## config.mk

```make
export PLATFORM = sky130hd
export DESIGN_NAME = conv_punct_ser
export DESIGN_NICKNAME = d
export VERILOG_FILES = /design/src/rtl/cps_pkg.sv /design/src/rtl/cps_conv_coder.sv /design/src/rtl/cps_pair_buffer.sv /design/src/rtl/conv_punct_ser.sv
export SDC_FILE = /design/constraint.sdc
export NUM_CORES = 1
export LEC_CHECK = 0
export ABC_CLOCK_PERIOD_IN_PS = 32500
export BUFFER_PORTS_ARGS = -buffer_cell sky130_fd_sc_hd__clkbuf_2
export CAP_MARGIN = 20
export CORE_ASPECT_RATIO = 1.25
export CORE_MARGIN = 5
export CORE_UTILIZATION = 45
export CTS_BUF_LIST = sky130_fd_sc_hd__clkbuf_4
export DETAILED_ROUTE_END_ITERATION = 12
export PLACE_DENSITY = 0.68
export REMOVE_ABC_BUFFERS = 1
export SLEW_MARGIN = 20
export SYNTH_ARGS = -nofsm -noshare
export SYNTH_HDL_FRONTEND = slang
export SYNTH_HIERARCHICAL = 1
export SYNTH_SLANG_ARGS = --single-unit
export TNS_END_PERCENT = 50
```

## constraint.sdc

```tcl
create_clock -name clk -period 32.5 [get_ports clk]
set_clock_uncertainty 0.05 [all_clocks]
set_input_delay 1.625 -clock clk [delete_from_list [all_inputs] [get_ports clk]]
set_output_delay 1.625 -clock clk [all_outputs]
set_load 0.005 [all_outputs]
```

## src/rtl/cps_pkg.sv

```systemverilog
package cps_pkg;

  typedef enum logic [2:0] {
    RATE_1_2 = 3'd0,
    RATE_2_3 = 3'd1,
    RATE_3_4 = 3'd2,
    RATE_5_6 = 3'd3,
    RATE_7_8 = 3'd4
  } rate_e;

  localparam int PUNCT_MAX = 7;
  localparam int PH_W      = $clog2(PUNCT_MAX);

  // Undefined codes fall back to the mother code.
  function automatic rate_e rate_decode(input logic [2:0] code);
    case (code)
      3'd1:    return RATE_2_3;
      3'd2:    return RATE_3_4;
      3'd3:    return RATE_5_6;
      3'd4:    return RATE_7_8;
      default: return RATE_1_2;
    endcase
  endfunction

  function automatic logic [PH_W-1:0] punct_period(input rate_e r);
    case (r)
      RATE_2_3: return PH_W'(2);
      RATE_3_4: return PH_W'(3);
      RATE_5_6: return PH_W'(5);
      RATE_7_8: return PH_W'(7);
      default:  return PH_W'(1);
    endcase
  endfunction

  // Bit p set: the X bit of period position p is transmitted.
  function automatic logic [PUNCT_MAX-1:0] keep_x(input rate_e r);
    case (r)
      RATE_2_3: return 7'b0000001;
      RATE_3_4: return 7'b0000101;
      RATE_5_6: return 7'b0010101;
      RATE_7_8: return 7'b1010001;
      default:  return 7'b0000001;
    endcase
  endfunction

  function automatic logic [PUNCT_MAX-1:0] keep_y(input rate_e r);
    case (r)
      RATE_2_3: return 7'b0000011;
      RATE_3_4: return 7'b0000011;
      RATE_5_6: return 7'b0001011;
      RATE_7_8: return 7'b0101111;
      default:  return 7'b0000001;
    endcase
  endfunction

endpackage

```

## src/rtl/cps_conv_coder.sv

```systemverilog
module cps_conv_coder
  import cps_pkg::*;
#(
  parameter int             DATA_W = 8,
  parameter int             K      = 7,
  parameter logic [K-1:0]   GEN_X  = 7'o171,
  parameter logic [K-1:0]   GEN_Y  = 7'o133,
  localparam int            OUT_W  = 2 * DATA_W,
  localparam int            CNT_W  = $clog2(OUT_W + 1)
) (
  input  logic              clk,
  input  logic              rst,
  input  logic              take,
  input  logic [DATA_W-1:0] data,
  input  logic [2:0]        rate_code,
  input  logic              uncoded,
  output logic [OUT_W-1:0]  bits_o,
  output logic [CNT_W-1:0]  nbits_o,
  output logic [K-2:0]      hist_o
);

  logic [K-2:0]           hist_q;
  logic [PH_W-1:0]        ph_q;
  rate_e                  rate_q;

  rate_e                  r_new;
  logic [PH_W-1:0]        per;
  logic [PUNCT_MAX-1:0]   kx, ky;
  logic [K-2:0]           st;
  logic [PH_W-1:0]        ph;
  logic [K-1:0]           win;
  logic                   xb, yb;
  logic [OUT_W-1:0]       acc;
  logic [CNT_W-1:0]       cnt;

  // Whole byte encoded in one pass: history and puncture position ripple
  // through DATA_W unrolled steps.
  always_comb begin
    r_new = rate_decode(rate_code);
    per   = punct_period(r_new);
    kx    = keep_x(r_new);
    ky    = keep_y(r_new);
    ph    = (r_new != rate_q) ? '0 : ph_q;
    st    = hist_q;
    win   = '0;
    xb    = 1'b0;
    yb    = 1'b0;
    acc   = '0;
    cnt   = '0;
    for (int i = DATA_W - 1; i >= 0; i--) begin
      if (uncoded) begin
        acc = {acc[OUT_W-2:0], data[i]};
        cnt = cnt + 1'b1;
      end else begin
        win = {data[i], st};
        xb  = ^(win & GEN_X);
        yb  = ^(win & GEN_Y);
        if (kx[ph]) begin
          acc = {acc[OUT_W-2:0], xb};
          cnt = cnt + 1'b1;
        end
        if (ky[ph]) begin
          acc = {acc[OUT_W-2:0], yb};
          cnt = cnt + 1'b1;
        end
        st = win[K-1:1];
        ph = (ph == per - 1'b1) ? '0 : ph + 1'b1;
      end
    end
    bits_o  = acc << (OUT_W - int'(cnt));
    nbits_o = cnt;
  end

  always_ff @(posedge clk) begin
    if (rst) begin
      hist_q <= '0;
      ph_q   <= '0;
      rate_q <= RATE_1_2;
    end else if (take && !uncoded) begin
      hist_q <= st;
      ph_q   <= ph;
      rate_q <= r_new;
    end
  end

  assign hist_o = hist_q;

endmodule

```

## src/rtl/cps_pair_buffer.sv

```systemverilog
module cps_pair_buffer #(
  parameter int  IN_W   = 16,
  parameter int  BUF_W  = IN_W + 2,
  parameter int  REQ_TH = 4,
  localparam int CNT_W  = $clog2(IN_W + 1),
  localparam int LVL_W  = $clog2(BUF_W + 1)
) (
  input  logic             clk,
  input  logic             rst,
  input  logic [IN_W-1:0]  in_bits,
  input  logic [CNT_W-1:0] in_cnt,
  output logic             byte_req_o,
  output logic             i_bit_o,
  output logic             q_bit_o,
  output logic [LVL_W-1:0] level_o
);

  logic [BUF_W-1:0] sh_q, sh_d, ins;
  logic [LVL_W-1:0] lvl_q, lvl_c, lvl_d;
  logic             drain;
  logic             req_q;

  always_comb begin
    drain = (lvl_q >= LVL_W'(2));
    lvl_c = drain ? (lvl_q - LVL_W'(2)) : lvl_q;
    ins   = (BUF_W'(in_bits) << (BUF_W - IN_W)) >> lvl_c;
    sh_d  = (drain ? (sh_q << 2) : sh_q) | (req_q ? ins : '0);
    lvl_d = lvl_c + (req_q ? LVL_W'(in_cnt) : '0);
  end

  always_ff @(posedge clk) begin
    if (rst) begin
      sh_q  <= '0;
      lvl_q <= '0;
      req_q <= 1'b1;
    end else begin
      sh_q  <= sh_d;
      lvl_q <= lvl_d;
      req_q <= (lvl_d < LVL_W'(REQ_TH));
    end
  end

  assign byte_req_o = req_q;
  assign i_bit_o    = sh_q[BUF_W-1];
  assign q_bit_o    = sh_q[BUF_W-2];
  assign level_o    = lvl_q;

endmodule

```

## src/rtl/conv_punct_ser.sv

```systemverilog
module conv_punct_ser #(
  parameter int           DATA_W = 8,
  parameter int           K      = 7,
  parameter logic [K-1:0] GEN_X  = 7'o171,
  parameter logic [K-1:0] GEN_Y  = 7'o133
) (
  input  logic              clk,
  input  logic              rst,
  input  logic [DATA_W-1:0] data_in,
  input  logic [2:0]        rate_sel,
  input  logic              uncoded_en,
  output logic              byte_req,
  output logic              i_bit,
  output logic              q_bit
);

  localparam int IN_W   = 2 * DATA_W;
  localparam int CNT_W  = $clog2(IN_W + 1);
  localparam int BUF_W  = IN_W + 2;
  localparam int REQ_TH = 4;
  localparam int LVL_W  = $clog2(BUF_W + 1);

  logic [IN_W-1:0]  enc_bits;
  logic [CNT_W-1:0] enc_cnt;
  logic [K-2:0]     hist;
  logic [LVL_W-1:0] level;

  cps_conv_coder #(
    .DATA_W (DATA_W),
    .K      (K),
    .GEN_X  (GEN_X),
    .GEN_Y  (GEN_Y)
  ) u_coder (
    .clk       (clk),
    .rst       (rst),
    .take      (byte_req),
    .data      (data_in),
    .rate_code (rate_sel),
    .uncoded   (uncoded_en),
    .bits_o    (enc_bits),
    .nbits_o   (enc_cnt),
    .hist_o    (hist)
  );

  cps_pair_buffer #(
    .IN_W   (IN_W),
    .BUF_W  (BUF_W),
    .REQ_TH (REQ_TH)
  ) u_buf (
    .clk        (clk),
    .rst        (rst),
    .in_bits    (enc_bits),
    .in_cnt     (enc_cnt),
    .byte_req_o (byte_req),
    .i_bit_o    (i_bit),
    .q_bit_o    (q_bit),
    .level_o    (level)
  );

endmodule

```

# == Word level (Yosys, flattened, before mapping) ==
# Cells that the tools add are included.
# Widths: inputs -> output; s select.
# word_totals
ramBits,0
reg_bits,36
latchBits,0
in_bits,14
output_inout_bits,3
memories,0
word_cells,203
mem_bits_ro,0
# classes
muxes,121
div,0
n_addsub,27
shift,2
mul,0
reduce_logical,19
magnitude_cmp,10
eq_ne,17
bitwise,1
# op_table
cell,n
$mux 16,22
$mux 5,33
$reduce_xor 7->1,16
$add 5x1->5 const B,15
$mux 3,17
$bmux 1 s3,16
$mux 6,8
$mux 18,2
$lt 3x4->1 const B,8
$shl 16x32->16,1
$add 3x1->3 const B,8
$eq 3x3->1,8
$pmux 3 s4,2
$pmux 7 s3,1
$mux 1,18
$or 18x18->18,1
$pmux 6 s3,1
$shr 18x5->18,1
$eq 3x2->1 const B,4
$eq 3x1->1 const B,2
$eq 3x3->1 const B,2
$sub 5x5->6 const A,1
$add 5x5->5,1
$ge 5x2->1 const B,1
8 further kinds,8

# == Logic depth before layout (Yosys ltp) ==
# Gate-level depths: netlist of the first run.
# depth
word_depth,58
mapped_depth,87
mapped_depth_nobuf,80

# == Hierarchy ==
# The synthesis of the first run kept the hierarchy.
# modules_own_cells
module,cells_per_inst,n_inst,area_each_um2
cps_conv_coder,1405,1,8909.8
cps_pair_buffer,274,1,2035.7

# == Least setup slack after synthesis of the first run ==
# OpenSTA, ideal clock, no wires.
# synth_timing
path_kind,in2reg
start,in rate_sel[0]
end,reg u_buf.sh_q[8]
setup_time_ns,0.138
arrival_ns,16.607
t_required_ns,32.312
path_stages,79
path_slack_ns,15.705
path_cell_list,buf_2 or3b_1 buf_4 o22ai_4 o21ai_1 inv_1 ha_1 nand2_1 a21oi_1 ha_1 clkbuf_1 nor4b_1 a21oi_1 a32oi_1 a211oi_2 or3_4 o21ai_4 inv_2 [... 43 more ...] o21ai_0 ha_1 nand2b_1 a21oi_1 o22ai_1 xor2_1 nand2_1 xor2_1 mux4_2 o21ai_0 and2_1 or4b_2 o211ai_1 o31ai_1 mux2_2 or2_2 nand3_1 a41oi_1
# synth_via
elab_chain_cells,58
word_cells_on_any_way,152
cone_classes,add/sub (24); eq/ne (16); shift (2); mux (108); bitwise (1); reduce/logical (1)
# synth_lines
element,line_no,text
"start, declared",conv_punct_ser.sv:10,"input logic [2:0] rate_sel,"
$eq 3x3->1 (tied with other cells),cps_pkg.sv:16,case (code)
$pmux 3 s4 *,cps_pkg.sv:16,
$eq 3x3->1 (tied with other cells),"cps_pkg.sv:26, cps_pkg.sv:37, cps_pkg.sv:47",
$pmux 7 s3 or $mux 3 (tied branches),"cps_pkg.sv:37, cps_conv_coder.sv:43",
$bmux 1 s3,cps_conv_coder.sv:58,if (kx[ph]) begin
$mux 1 (not written as such),cps_conv_coder.sv:58,
$mux 1,cps_conv_coder.sv:58,
$mux 5,cps_conv_coder.sv:51,if (uncoded) begin
[... 43 more ...],-,
$mux 5,cps_conv_coder.sv:62,if (ky[ph]) begin
$mux 5,cps_conv_coder.sv:51,
$sub 5x5->6,cps_conv_coder.sv:70,bits_o = acc << (OUT_W - int'(cnt));
$shl 16x32->16 *,cps_conv_coder.sv:70,
net enc_bits[10],conv_punct_ser.sv:23,logic [IN_W-1:0] enc_bits;
$shr 18x5->18 *,cps_pair_buffer.sv:26,ins = (BUF_W'(in_bits) << (BUF_W - IN_W)) >> lvl_c;
$mux 18 *,cps_pair_buffer.sv:27,sh_d = (drain ? (sh_q << 2) : sh_q) | (req_q ? ins : '0);
$or 18x18->18 *,cps_pair_buffer.sv:27,
"end signal, assigned",cps_pair_buffer.sv:33,sh_q <= '0;
"end signal, assigned",cps_pair_buffer.sv:37,sh_q <= sh_d;
"end, declared",cps_pair_buffer.sv:18,"logic [BUF_W-1:0] sh_q, sh_d, ins;"
# Mark *: on every way through the listed nets, which the timed path passes. The rest lies on a longest branch. The select of a mux whose other input is x is not followed.
# A chain may end at the register's enable or synchronous reset.

# == Worst setup path in the final report of the first run ==
# layout_timing
start,in rate_sel[2]
end,reg u_buf.sh_q[8]
# The elaborated chain is that of the path after synthesis.

==> out/summary.json, run 1 <==
{
  "slew_headroom_pct": 24.6,
  "maxCapViolCount": 0,
  "ios": 17,
  "diodes": 0,
  "fp.dieArea_um2": 27600,
  "drt.antenna.violating_nets": 0,
  "route.detailed.vias_per_inst": 6.62,
  "hold-worst-slack_ps": 431,
  "cts.root.buffer_cell": "sky130_fd_sc_hd__clkbuf_4",
  "worstSkewPairLatency_ps": 340,
  "grt_max_degree": 62,
  "core_um2": 23900,
  "path_class": "in2reg",
  "post_synth_instance_area_um2": 10900,
  "die_height_um": 184,
  "worst_ep_required_time_ps": 32650,
  "critical_path.max_stage_delay_ps": 630,
  "detail_route.first_pass.iterations": 6,
  "rows": 63,
  "clock_sink_count": 36,
  "antenna_found_initial": 0,
  "startpoint_type": "input pin",
  "die_w_um": 149,
  "grt.total_usage_pct": 26.0,
  "run_status": "finished, final reports clean",
  "cell_count_after_synthesis": 1679,
  "cts-resized-gates": 0,
  "maxClockFrequency_mhz": 51.5,
  "area_growth_syn_to_layout_pct": 1.71,
  "grt_first_pass_wirelength_um": 60000,
  "unrepaired_setup_endpoints_after_global_routing": "no",
  "path_common_cell": "sky130_fd_sc_hd__ha_1",
  "clock_path_buffers": 2,
  "timing.critical_path.arrival_ps": 19570,
  "ys_seq_elements": 36,
  "hp-class": "reg2reg",
  "final_report_hold_violation_count": 0,
  "finalWeightedCongestion": 1.01,
  "postSynth.asyncResetShare_pct": 0,
  "h-tree-depth": 2,
  "port_buffers": 16,
  "grt_remaining_overflow": 0,
  "synth-seq-area-share_pct": 6.58,
  "nets": 1653,
  "critical_path.slowest_cell": "sky130_fd_sc_hd__or4b_2",
  "synth-edff-count": 0,
  "critical_path_peak_fanout": 19,
  "ratio_of_cells_with_drive_above_1_in_the_final_layout_pct": 8.33,
  "post_cts.repair.setup_buffers": 0,
  "path_buf_inv": 4,
  "cts_made_buffers": 5,
  "multi_input_comb_area_um2": 9490,
  "critical-path-top-delay-family": "compound AO/OA/AOI/OAI gates",
  "post-dp-hpwl_um": 28600,
  "final_min_period_over_clock_period_pct": 59.8,
  "finalWorstSetupSlack_ps": 13080,
  "grt_pass1_vias": 11749,
  "clk_pin_slew_worst_paths_ps": 120,
  "wl_per_cell_um": 19.5,
  "ys_dominant_reg_cell": "sky130_fd_sc_hd__dfxtp_1",
  "route.vias.total": 12797,
  "synth.avg_cell_area_um2": 6.52,
  "worst_slew_pin_slew_ps": 1100,
  "final.fill_count": 2473,
  "seqCellArea_um2": 721,
  "synth.lib_cells_used.distinct": 116,
  "floorplan.initialDensity_pct": 45.8,
  "final-setup-viol-count": 0,
  "post-route-min-period_ps": 19420,
  "cts_hold_buffers": 0,
  "crit_path_end_kind": "register",
  "remaining_drc_errors": 0,
  "yosys_warnings": 6,
  "setup_total_negative_slack_ps": 0,
  "first_iter_violations": 1247,
  "cts_tree": "built",
  "place_ws_ps": 13040,
  "slew_violations": 0,
  "routed_wirelength_um": 37700
}
[worst reg2reg max path: cells and delay by family, from the launching register on]
| family | cells | cell delay [ps] |
|---|---|---|
| compound gates | 30 | 6950 |
| xor+xnor | 7 | 1900 |
| fa+ha+maj | 10 | 3150 |
| buf+inv | 3 | 570 |
| flops | 1 | 360 |
| mux | 2 | 620 |
| simple gates | 20 | 4280 |
[cell usage after synthesis (14+ instances only)]
cell / n / area (µm²)
sky130_fd_sc_hd__nand2b_1: 14 / 87.6
sky130_fd_sc_hd__xnor2_1: 66 / 578
sky130_fd_sc_hd__a31oi_1: 37 / 231
sky130_fd_sc_hd__o21ai_0: 93 / 465
sky130_fd_sc_hd__and3_1: 14 / 87.6
sky130_fd_sc_hd__nor2_1: 199 / 747
sky130_fd_sc_hd__a211oi_1: 22 / 165
sky130_fd_sc_hd__dfxtp_1: 36 / 721
sky130_fd_sc_hd__o22ai_1: 25 / 156
sky130_fd_sc_hd__xor2_1: 36 / 315
sky130_fd_sc_hd__nand2_1: 219 / 822
sky130_fd_sc_hd__buf_4: 17 / 128
sky130_fd_sc_hd__o31ai_1: 22 / 165
sky130_fd_sc_hd__mux2i_1: 59 / 591
sky130_fd_sc_hd__clkbuf_1: 75 / 282
sky130_fd_sc_hd__o211ai_1: 27 / 203
sky130_fd_sc_hd__nor2b_1: 17 / 106
sky130_fd_sc_hd__a21oi_1: 121 / 606
sky130_fd_sc_hd__ha_1: 30 / 375
sky130_fd_sc_hd__a21o_1: 19 / 143
sky130_fd_sc_hd__nor3_1: 63 / 315
sky130_fd_sc_hd__and2_1: 27 / 169
sky130_fd_sc_hd__nand3_1: 48 / 240
sky130_fd_sc_hd__buf_2: 17 / 85.1
sky130_fd_sc_hd__inv_1: 49 / 184
[cell families after synthesis]
family                   synth area share (%)
adder cells (fa/ha/maj)                  3.61
AO/OA/AOI/OAI                            34.6
AND/OR/NAND/NOR                          30.8
buffers and inverters                    6.88
multiplexers                             8.07
flip-flops                               6.58
XOR/XNOR                                 9.49
[layer usage]
| layer | routed length (µm) | up-vias | GRT usage (%) |
|---|---|---|---|
| met2 | 18300 | 544 | 45.7 |
| met1 | 15300 | 6045 | 32.1 |
| li1 | - | 6087 | - |
| met3 | 2220 | 121 | 1.82 |
| met4 | 1920 | 0 | 13.0 |
| met5 | 0 | - | 0 |
[layout by cell type (no fill, tap or decap), drive strengths merged, types with 12 or more instances in the layout]
cell type  Yosys  routed
a211oi        25      25
a21o          19      19
a21oi        125     125
a22oi         13      13
a311oi        13      13
a31oi         38      38
and2          30      30
and3          14      14
buf           42      24
clkbuf        75      20
dfxtp         36      36
ha            30      30
inv           53      53
mux2          17      17
mux2i         59      59
nand2        221     221
nand2b        14      14
nand3         48      48
nand4         13      13
nor2         200     200
nor2b         17      17
nor3          68      68
nor4          14      14
o211ai        27      27
o21a          13      13
o21ai        104     104
o22ai         26      26
o31ai         24      24
or2           14      14
or3           12      12
xnor2         69      69
xor2          37      37
[metrics by stage]
stage,area [µm²],std cells,utilization [%]
6_report,11100,1934,46.6
5_1_grt,11100,1934,46.6
4_1_cts,11100,1934,46.6
3_5_place_dp,11100,1926,46.4
3_3_place_gp,11100,1926,46.4
2_1_floorplan,10400,1562,-
[cell type report]
| type | count | area share, % |
|---|---|---|
| multi-input cells | 1471 | 85.2 |
| flip-flops and latches | 36 | 6.47 |
| well taps | 325 | 3.65 |
| repair buffers | 39 | 2.29 |
| inverters | 55 | 1.85 |
| clock buffers | 5 | 0.337 |
| clock inverters | 3 | 0.169 |
[state kept, by name (all words and copies together) (netlist names)]
name / count
u_coder/rate_q: 3
u_buf/byte_req_o: 1
u_buf/level_o: 5
u_coder/hist_o: 6
u_coder/ph_q: 3
u_buf/sh_q: 18
[final timing paths]
path	from	endpoint	slack, ps	depth (start not counted)
max reg2reg	u_coder/rate_q[1]	u_buf/sh_q[8]	14480	72
max	rate_sel[2]	u_buf/sh_q[8]	13080	75
min	u_buf/sh_q[13]	u_buf/sh_q[15]	430	2
min reg2reg	u_buf/sh_q[13]	u_buf/sh_q[15]	430	2
Power of run 1 is left out: the tool's default activity adds up to more than one toggle a clock period on the data nets, which glitch-free logic cannot reach.
==> run 2: changes to the inputs <==
Settings changed: ABC_CLOCK_PERIOD_IN_PS 32500 to 17650, PLACE_DENSITY 0.68 to 0.71.
Clock period 32.5 ns to 17.65 ns, I/O delays scaled along.
==> out/summary.json, run 2 (synthesis gave the netlist of run 1 again) <==
{
  "slew_violations": {"value": 0, "change": "unchanged"},
  "cts_made_buffers": {"value": 5, "change": "unchanged"},
  "antenna_found_initial": {"value": 0, "change": "unchanged"},
  "critical_path.slowest_cell": "sky130_fd_sc_hd__or4b_2",
  "finalWeightedCongestion": {"value": 0.974, "change": "-4.0%"},
  "layout_commonest_cell": "sky130_fd_sc_hd__nand2_1",
  "area_growth_syn_to_layout_pct": 4.64,
  "final_min_period_over_clock_period_pct": 94.5,
  "post-dp-hpwl": {"value": 28700, "unit": "µm", "change": "+0.33%"},
  "grt_first_pass_wirelength": {"value": 60600, "unit": "µm", "change": "+0.89%"},
  "port_buffers": {"value": 16, "change": "unchanged"},
  "wl_per_cell": {"value": 19.3, "unit": "µm", "change": "-0.81%"},
  "h-tree-depth": {"value": 2, "change": "unchanged"},
  "final.fill_count": {"value": 2443, "change": "-1.2%"},
  "route.detailed.vias_per_inst": {"value": 6.60, "change": "-0.23%"},
  "ratio_of_cells_with_drive_above_1_in_the_final_layout": {"value": 10.9, "unit": "%", "change": "+2.6 points"},
  "fp.dieArea": {"value": 27600, "unit": "µm²", "change": "unchanged"},
  "first_iter_violations": {"value": 1316, "change": "+5.5%"},
  "hp-class": "reg2reg",
  "detail_route.first_pass.iterations": {"value": 6, "change": "unchanged"},
  "dpl_cell_area": {"value": 11200, "unit": "µm²", "change": "+1.5%"},
  "startpoint_type": "input pin",
  "diodes": {"value": 0, "change": "unchanged"},
  "critical_path.max_stage_delay": {"value": 620, "unit": "ps", "change": "about the same"},
  "clock_sink_count": {"value": 36, "change": "unchanged"},
  "drt.antenna.violating_nets": {"value": 0, "change": "unchanged"},
  "crit_path_end_kind": "register",
  "grt.total_usage": {"value": 26.1, "unit": "%", "change": "+0.062 points"},
  "path_class": "in2reg",
  "final_cell_mix": "218 x sky130_fd_sc_hd__nand2_1, 198 x sky130_fd_sc_hd__nor2_1, 119 x sky130_fd_sc_hd__a21oi_1, 91 x sky130_fd_sc_hd__o21ai_0, 65 x sky130_fd_sc_hd__xnor2_1",
  "grt_max_degree": {"value": 84, "change": "+35%"},
  "seqCellArea": {"value": 721, "unit": "µm²", "change": "unchanged"},
  "route.vias.total": {"value": 12946, "change": "+1.2%"},
  "run_status": "finished, final reports clean",
  "worstSkewPairLatency": {"value": 340, "unit": "ps", "change": "about the same"},
  "maxCapViolCount": {"value": 0, "change": "unchanged"},
  "rows": {"value": 63, "change": "unchanged"},
  "routed_wirelength": {"value": 37900, "unit": "µm", "change": "+0.58%"},
  "slew_headroom": {"value": 34.1, "unit": "%", "change": "+9.5 points"},
  "clock_path_buffers": {"value": 2, "change": "unchanged"},
  "core": {"value": 23900, "unit": "µm²", "change": "unchanged"},
  "final_report_hold_violation_count": {"value": 0, "change": "unchanged"},
  "cts.root.buffer_cell": "sky130_fd_sc_hd__clkbuf_4",
  "die_height": {"value": 184, "unit": "µm", "change": "unchanged"},
  "post-route-min-period_ps": 16670,
  "largest_register_ffs": {"value": 18, "change": "unchanged"},
  "path_common_cell": "sky130_fd_sc_hd__ha_1",
  "worst_ep_required_time": {"value": 17790, "unit": "ps", "change": "-14860 ps"},
  "floorplan.initialDensity": {"value": 45.8, "unit": "%", "change": "unchanged"},
  "clk_pin_slew_worst_paths": {"value": 110, "unit": "ps", "change": "about the same"},
  "cts_hold_buffers": {"value": 0, "change": "unchanged"},
  "critical_path_peak_fanout": {"value": 18, "change": "-1"},
  "grt_remaining_overflow": {"value": 0, "change": "unchanged"},
  "cts_tree": "built",
  "nets": {"value": 1680, "change": "+1.6%"},
  "multi_input_comb_area": {"value": 9600, "unit": "µm²", "change": "+1.2%"},
  "remaining_drc_errors": {"value": 0, "change": "unchanged"},
  "grt_pass1_vias": {"value": 11714, "change": "-0.30%"},
  "largest_register": "u_buf/sh_q",
  "timing.critical_path.arrival": {"value": 16810, "unit": "ps", "change": "-2760 ps"},
  "post-route-cell-area": {"value": 11500, "unit": "µm²", "change": "+2.9%"},
  "maxClockFrequency_mhz": 60.0,
  "ios": {"value": 17, "change": "unchanged"},
  "worst_slew_pin_slew": {"value": 982, "unit": "ps", "change": "-121 ps"},
  "die_w": {"value": 149, "unit": "µm", "change": "unchanged"},
  "final-setup-viol-count": {"value": 0, "change": "unchanged"}
}
==> run 2: cell types whose count changed in the layout (fill, tap and decap cells not counted), sizes merged <==
cell	before	now
clkinv	5	3
inv	53	52
clkbuf	20	21
clkinvlp	0	2
buf	24	51
==> run 2: through the flow <==
step	setup slack, ps	std cells	setup TNS, ps	util (%)	hold WS, ps
2_1_floorplan	1060	1562	0	-	394
3_3_place_gp	647	1946	0	47.0	418
3_5_place_dp	145	1947	0	47.1	424
4_1_cts	489	1955	0	47.3	439
5_1_grt	-70.4	1961	-130	48.0	457
6_report	979	1961	0	48.0	438
==> run 2: worst max-delay path, delay by kind of cell <==
family / cells / cell delay, ps
AOI/OAI and AO/OA: 30 / 5680
xor gates and xnor gates: 6 / 1130
adders and majority gates: 9 / 2680
buffers and inverters: 3 / 640
muxes: 3 / 660
and+or+nand+nor: 24 / 5100
==> run 2: path summary, 6_finish.rpt <==
check,from,end,slack (ps),cells past startpoint
worst max-delay path,rate_sel[0],u_buf/sh_q[8],980,75
worst min-delay path,u_buf/sh_q[13],u_buf/sh_q[15],440,2
worst max register to register,u_coder/rate_q[2],u_buf/sh_q[8],1330,74
worst min register to register,u_buf/sh_q[13],u_buf/sh_q[15],440,2
==> run 2: cell type report <==
class | count | share of cell area [%]
timing repair buffer | 66 | 4.03
tap | 325 | 3.55
multi-input combinational | 1471 | 83.8
inverter | 55 | 1.84
clock buffer | 6 | 0.393
sequential | 36 | 6.29
clock inverter | 2 | 0.0983
==> run 2: per-layer routing <==
metal	wire, µm	track usage (%)
met4	1900	11.8
met1	15800	33.4
met3	2300	1.82
met5	0	0
met2	18000	44.8
==> run 2: repair_timing <==
action | CTS | global route
endpoints found under the setup margin | 0 | 18
gates resized for setup | 0 | 24
buffers inserted | 0 | 6
Power of run 2 is left out for the same reason.
